--- config.mk ---
export PLATFORM = sky130hd
export DESIGN_NAME = axi_burst_writer
export DESIGN_NICKNAME = d
export VERILOG_FILES = /design/src/rtl/axi_burst_writer_pkg.sv /design/src/rtl/wr_burst_sizer.sv /design/src/rtl/wr_outs_tracker.sv /design/src/rtl/axi_burst_writer.sv
export SDC_FILE = /design/constraint.sdc
export NUM_CORES = 1
export LEC_CHECK = 0
export ABC_CLOCK_PERIOD_IN_PS = 7500
export BUFFER_PORTS_ARGS = -buffer_cell sky130_fd_sc_hd__buf_2
export CORE_AREA = 8 8 462 464
export CTS_CLUSTER_DIAMETER = 120
export DETAILED_ROUTE_END_ITERATION = 10
export DIE_AREA = 0 0 470 472
export PLACE_DENSITY = 0.3
export SYNTH_ARGS = -nofsm -noshare
export SYNTH_HDL_FRONTEND = slang
export SYNTH_SLANG_ARGS = --single-unit
--- constraint.sdc ---
create_clock -name clk -period 7.5 [get_ports clk]
set_input_delay 0.75 -clock clk [delete_from_list [all_inputs] [get_ports clk]]
set_output_delay 0.75 -clock clk [all_outputs]
set_load 0.03 [all_outputs]
--- src/rtl/axi_burst_writer_pkg.sv ---
package axi_burst_writer_pkg;
  typedef enum logic [1:0] {
    ST_IDLE  = 2'd0,
    ST_ADDR  = 2'd1,
    ST_DATA  = 2'd2,
    ST_DRAIN = 2'd3
  } wr_state_e;

  localparam logic [1:0] BURST_INCR = 2'b01;
  localparam logic [1:0] RESP_OKAY  = 2'b00;
endpackage

--- src/rtl/wr_burst_sizer.sv ---
module wr_burst_sizer #(
  parameter int LEN_W     = 16,
  parameter int MAX_BEATS = 16,
  parameter int SLOT_W    = 6,
  parameter int BEAT_W    = 5
) (
  input  logic [SLOT_W-1:0] slot,
  input  logic [LEN_W-1:0]  remaining,
  output logic [BEAT_W-1:0] beats
);
  localparam int PAGE_BEATS = 1 << SLOT_W;

  logic [LEN_W-1:0] to_edge;
  logic [LEN_W-1:0] cap_a;
  logic [LEN_W-1:0] pick;

  always_comb begin
    to_edge = LEN_W'(PAGE_BEATS) - LEN_W'(slot);
    cap_a   = (remaining < LEN_W'(MAX_BEATS)) ? remaining : LEN_W'(MAX_BEATS);
    pick    = (to_edge < cap_a) ? to_edge : cap_a;
    beats   = BEAT_W'(pick);
  end
endmodule

--- src/rtl/wr_outs_tracker.sv ---
module wr_outs_tracker #(
  parameter int OUTS_MAX = 32,
  parameter int OUTS_DEF = 16,
  parameter int CNT_W    = 6
) (
  input  logic             clk,
  input  logic             rst_n,
  input  logic             issue,
  input  logic             retire,
  input  logic [CNT_W-1:0] limit_cfg,
  input  logic             seq_mode,
  output logic [CNT_W-1:0] count,
  output logic [CNT_W-1:0] cap,
  output logic             can_issue,
  output logic             idle
);
  logic [CNT_W-1:0] cnt_q;

  always_comb begin
    if (limit_cfg == '0)
      cap = CNT_W'(OUTS_DEF);
    else if (limit_cfg > CNT_W'(OUTS_MAX))
      cap = CNT_W'(OUTS_MAX);
    else
      cap = limit_cfg;
  end

  always_ff @(posedge clk or negedge rst_n) begin
    if (!rst_n) begin
      cnt_q <= '0;
    end else begin
      case ({issue, retire})
        2'b10:   cnt_q <= cnt_q + CNT_W'(1);
        2'b01:   cnt_q <= cnt_q - CNT_W'(1);
        default: cnt_q <= cnt_q;
      endcase
    end
  end

  assign count     = cnt_q;
  assign idle      = (cnt_q == '0);
  assign can_issue = (cnt_q < cap) && (!seq_mode || idle);
endmodule

--- src/rtl/axi_burst_writer.sv ---
module axi_burst_writer
  import axi_burst_writer_pkg::*;
#(
  parameter int ADDR_W     = 32,
  parameter int DATA_W     = 512,
  parameter int LEN_W      = 16,
  parameter int MAX_BEATS  = 16,
  parameter int OUTS_MAX   = 32,
  parameter int OUTS_DEF   = 16,
  parameter int PAGE_BYTES = 4096,
  localparam int STRB_W    = DATA_W / 8,
  localparam int LIM_W     = $clog2(OUTS_MAX + 1)
) (
  input  logic              clk,
  input  logic              rst_n,
  input  logic              start,
  input  logic [ADDR_W-1:0] start_addr,
  input  logic [LEN_W-1:0]  total_words,
  input  logic              seq_mode,
  input  logic [LIM_W-1:0]  outs_limit,
  output logic              busy,
  output logic              done,
  output logic              err,
  input  logic [DATA_W-1:0] s_data,
  input  logic              s_valid,
  output logic              s_ready,
  output logic [ADDR_W-1:0] awaddr,
  output logic [7:0]        awlen,
  output logic [2:0]        awsize,
  output logic [1:0]        awburst,
  output logic              awvalid,
  input  logic              awready,
  output logic [DATA_W-1:0] wdata,
  output logic [STRB_W-1:0] wstrb,
  output logic              wlast,
  output logic              wvalid,
  input  logic              wready,
  input  logic [1:0]        bresp,
  input  logic              bvalid,
  output logic              bready
);
  localparam int OFF_W  = $clog2(STRB_W);
  localparam int PAGE_W = $clog2(PAGE_BYTES);
  localparam int SLOT_W = PAGE_W - OFF_W;
  localparam int BEAT_W = $clog2(MAX_BEATS + 1);

  wr_state_e         state_q;
  logic [ADDR_W-1:0] addr_q;
  logic [LEN_W-1:0]  rem_q;
  logic              seq_q;
  logic [LIM_W-1:0]  lim_q;
  logic [BEAT_W-1:0] blen_q;
  logic [BEAT_W-1:0] beat_q;
  logic              err_q;
  logic              done_q;

  logic [BEAT_W-1:0] sz_beats;
  logic [LIM_W-1:0]  outs_cnt;
  logic [LIM_W-1:0]  outs_cap;
  logic              outs_ok;
  logic              outs_idle;
  logic              aw_fire;
  logic              w_fire;
  logic              b_fire;

  wr_burst_sizer #(
    .LEN_W(LEN_W), .MAX_BEATS(MAX_BEATS), .SLOT_W(SLOT_W), .BEAT_W(BEAT_W)
  ) sizer_i (
    .slot     (addr_q[PAGE_W-1:OFF_W]),
    .remaining(rem_q),
    .beats    (sz_beats)
  );

  wr_outs_tracker #(
    .OUTS_MAX(OUTS_MAX), .OUTS_DEF(OUTS_DEF), .CNT_W(LIM_W)
  ) outs_i (
    .clk      (clk),
    .rst_n    (rst_n),
    .issue    (aw_fire),
    .retire   (b_fire),
    .limit_cfg(lim_q),
    .seq_mode (seq_q),
    .count    (outs_cnt),
    .cap      (outs_cap),
    .can_issue(outs_ok),
    .idle     (outs_idle)
  );

  // Address channel
  assign awvalid = (state_q == ST_ADDR) && outs_ok;
  assign awaddr  = addr_q;
  assign awlen   = 8'(sz_beats - BEAT_W'(1));
  assign awsize  = 3'(OFF_W);
  assign awburst = BURST_INCR;
  assign aw_fire = awvalid && awready;

  // Data channel: direct pass-through of the stream during a data phase
  assign wvalid  = (state_q == ST_DATA) && s_valid;
  assign s_ready = (state_q == ST_DATA) && wready;
  assign wdata   = s_data;
  assign wstrb   = '1;
  assign wlast   = (state_q == ST_DATA) && (beat_q == blen_q - BEAT_W'(1));
  assign w_fire  = wvalid && wready;

  // Response channel
  assign bready  = 1'b1;
  assign b_fire  = bvalid && bready;

  always_ff @(posedge clk or negedge rst_n) begin
    if (!rst_n) begin
      state_q <= ST_IDLE;
      addr_q  <= '0;
      rem_q   <= '0;
      seq_q   <= 1'b0;
      lim_q   <= '0;
      blen_q  <= '0;
      beat_q  <= '0;
      err_q   <= 1'b0;
      done_q  <= 1'b0;
    end else begin
      done_q <= 1'b0;
      case (state_q)
        ST_IDLE: begin
          if (start) begin
            addr_q <= start_addr;
            rem_q  <= total_words;
            seq_q  <= seq_mode;
            lim_q  <= outs_limit;
            err_q  <= 1'b0;
            if (total_words == '0) begin
              done_q <= 1'b1;
            end else begin
              state_q <= ST_ADDR;
            end
          end
        end
        ST_ADDR: begin
          if (aw_fire) begin
            blen_q  <= sz_beats;
            beat_q  <= '0;
            addr_q  <= addr_q + (ADDR_W'(sz_beats) << OFF_W);
            rem_q   <= rem_q - LEN_W'(sz_beats);
            state_q <= ST_DATA;
          end
        end
        ST_DATA: begin
          if (w_fire) begin
            beat_q <= beat_q + BEAT_W'(1);
            if (wlast) begin
              state_q <= (rem_q == '0) ? ST_DRAIN : ST_ADDR;
            end
          end
        end
        ST_DRAIN: begin
          if (outs_idle) begin
            done_q  <= 1'b1;
            state_q <= ST_IDLE;
          end
        end
        default: state_q <= ST_IDLE;
      endcase
      if (b_fire && (bresp != RESP_OKAY)) begin
        err_q <= 1'b1;
      end
    end
  end

  assign busy = (state_q != ST_IDLE);
  assign done = done_q;
  assign err  = err_q;
endmodule

==> run_results.csv <==
group,metric,value,unit
placement,dp_hpwl,72800,um
routing,drc,0,
yosys,yosysMostFrequentCell,"buf_4",
clocking,cts_tree,"built",
floorplan,die_y,472,um
worst_setup_path,path_max_fanout,13,
timing,clock_skew,9.83,ps
yosys,netlist_area,10100,um^2
floorplan,core,206000,um^2
min_path,hp-class,"in -> async",
worst_setup_path,r2r_cells,19,
timing,fmax,0.169,GHz
yosys,synth_common_cells,"buf_4, dfrtp_1, nand2_1",
grt,overflow,0,
finish,multi_input_area,3870,um^2
routing,viasPerCell,1.97,
timing,period_share,79.1,%
clocking,cts_root_buf,"clkbuf_16",
worst_setup_path,r2r_start,"rem_q[6]",
yosys,postSynth.asyncResetShare,100,%
timing,relSlewSlack,34.6,%
routing,drt_iter0_drc,344,
finish,final_util,4.97,%
placement,port_buffers,110,
finish,fill_cells,24445,
yosys,ys.flop_type,"dfrtp_1",
grt,grt_max_degree,58,
floorplan,pin_count,1205,
grt,grt_pass1_wl,98800,um
floorplan,fp.dieArea,222000,um^2
grt,grt_pass1_vias,7347,
clocking,clk-insertion-delay-late,370,ps
yosys,ys_ff_latch,75,
run,maxCapViolCount,0,
worst_setup_path,endpoint,"awlen[3]",
finish,nNetsFinal,1470,
clocking,h-tree-depth,3,
finish,seq_area,1880,um^2
yosys,yosysTopAreaCell,"buf_4",
timing,drv_slew,0,
timing,worst_pin_slew,971,ps
worst_setup_path,r2r_setup_slack,1790,ps
run_status,status,"complete, no violations",
worst_setup_path,crit_type,"reg -> out",
floorplan,rows,167,
floorplan,start_util,4.92,%
yosys,synth_edf_count,0,
power,powerDensity,441,nW/um^2
worst_setup_path,r2r_end,"awaddr[24]",
power,power,4510,uW
worst_setup_path,crit_start,"rem_q[6]",
worst_setup_path,crit_arrival,5180,ps
routing,firstDrtPassIters,5,
yosys,synth.area.top_cells,"buf_4, dfrtp_1, ha_1, nand2_1, a21oi_1",
yosys,syn_area_per_cell,7.94,um^2
finish,stdcell_area,10200,um^2
routing,vias,7038,
worst_setup_path,critical_path_required,6750,ps
power,irDropWorstVdd,0.120,mV
yosys,ys_seq_area_share,18.5,%
clocking,postCtsSetupRepairBufs,0,
yosys,synthCells,1277,
power,p_leak,0.00321,uW
clocking,clk_pin_slew_worst_paths,70,ps
routing,wl,82300,um
placement,gp_congestion,0.732,
timing,rsz0062_at_grt,"no",
placement,pre_cts_ws,1760,ps
timing,finalSetupViolCount,0,
yosys,synth_top_cell_area_share,43.3,%
yosys,ys_types,80,
grt,track_usage,6.96,%
clocking,clockBufferDepth,2,
routing,ant_nets,0,
clocking,numCtsBuffers,9,
worst_setup_path,startpoint_type,"register",
timing,finalHoldViolCount,0,
timing,timing.setup.tns,0,ps
yosys,ys_warn_count,0,
finish,syn_to_final_growth,0.863,%
finish,drive_above_1_share,19.5,%
clocking,cts_sinks,75,
grt,antenna_found_initial,13,
placement,dpl-instance-area,9920,um^2
routing,wl_per_cell,23.0,um
timing,fin_crit,5930,ps
clocking,ctsResizeCount,0,
worst_setup_path,crit_path_end_kind,"output pin",
clocking,holdBufCountCts,0,
timing,fin_ws,1570,ps
floorplan,die_w,470,um
## per-layer routing
metal	share of wire, %	track usage (%)	wire, um	up-vias
met1	19	3.87	16000	3137
met2	45	11.2	37000	664
met5	0.016	0	13	-
met4	11	6.68	9450	2
met3	24	7.66	19800	386
li1	-	-	-	2849
## cells by family (layout without fill, tap and decap cells)
| kind of cell | count (synthesis) | in the layout | synth area share, % |
|---|---|---|---|
| adders and majority gates | 32 | 32 | 4.00 |
| and+or+nand+nor | 271 | 271 | 13.6 |
| muxes | 21 | 21 | 2.20 |
| AOI/OAI and AO/OA | 196 | 196 | 13.3 |
| other | 2 | 74 | 0.0740 |
| DFF | 75 | 75 | 18.5 |
| xor gates and xnor gates | 25 | 25 | 2.16 |
| buffers and inverters | 655 | 176 | 46.1 |
## layout by cell type (no fill, tap or decap), types with 26 or more instances in the layout
cell type	Yosys	routed
nand3_1	27	27
a21oi_1	41	41
conb_1	2	72
nand2_1	66	66
o21ai_0	26	26
ha_1	30	29
nor2_1	54	54
dfrtp_1	75	75
inv_1	35	35
buf_2	9	109
## worst min-delay path by stage
stage               start   endpoint  slack [ps]  cells after the start
detailed placement    err        err         470                      2
finish              rst_n  awaddr[1]         400                      1
global placement      err        err         460                      2
global route        rst_n  awaddr[1]         430                      1
floorplan           rst_n  awaddr[0]         450                      0
CTS                 rst_n  awaddr[2]         430                      1
## per-stage QoR
step | instances | hold slack [ps]
after floorplan | 1347 | 454
after detailed placement | 3556 | 469
after global placement | 3556 | 461
after CTS | 3572 | 428
after global routing | 3573 | 433
final | 3574 | 396
## registers in the layout (all words and copies together), names as in the netlist
| register | flops |
|---|---|
| blen_q | 5 |
| rem_q | 16 |
| outs_i.count | 6 |
| seq_q | 1 |
| awaddr | 32 |
| lim_q | 6 |
| done | 1 |
| state_q | 2 |
| beat_q | 5 |
| err | 1 |
## where the power goes
part | internal [uW] | leakage, uW | switching (uW)
Sequential | 590 | 0.000891 | 282
Clock | 276 | 0.000153 | 210
Combinational | 1000 | 0.00217 | 2150
Total | 1870 | 0.00321 | 2650
## critical path, stage by stage (launching register included)
cell and delay [ps]:
dfrtp_1 410, nor3_1 190, buf_4 210, nand4_1 370
clkinv_1 390, nand2_1 100, ha_1 310, and3_1 200
a41o_1 330, a22oi_2 350, nor2_1 150, a21boi_0 530
nand3_1 200, xnor2_1 700, buf_2 340
## final cells by class
class / instances / share of cell area, %
clock inverters: 4 / 0.477
repair buffers: 124 / 6.43
clock buffers: 12 / 2.51
multi-input cells: 617 / 37.8
flip-flops and latches: 75 / 18.3
inverters: 36 / 1.32
well taps: 2704 / 33.1
diodes: 2 / 0.0489
(Power assumes the default switching activity.)
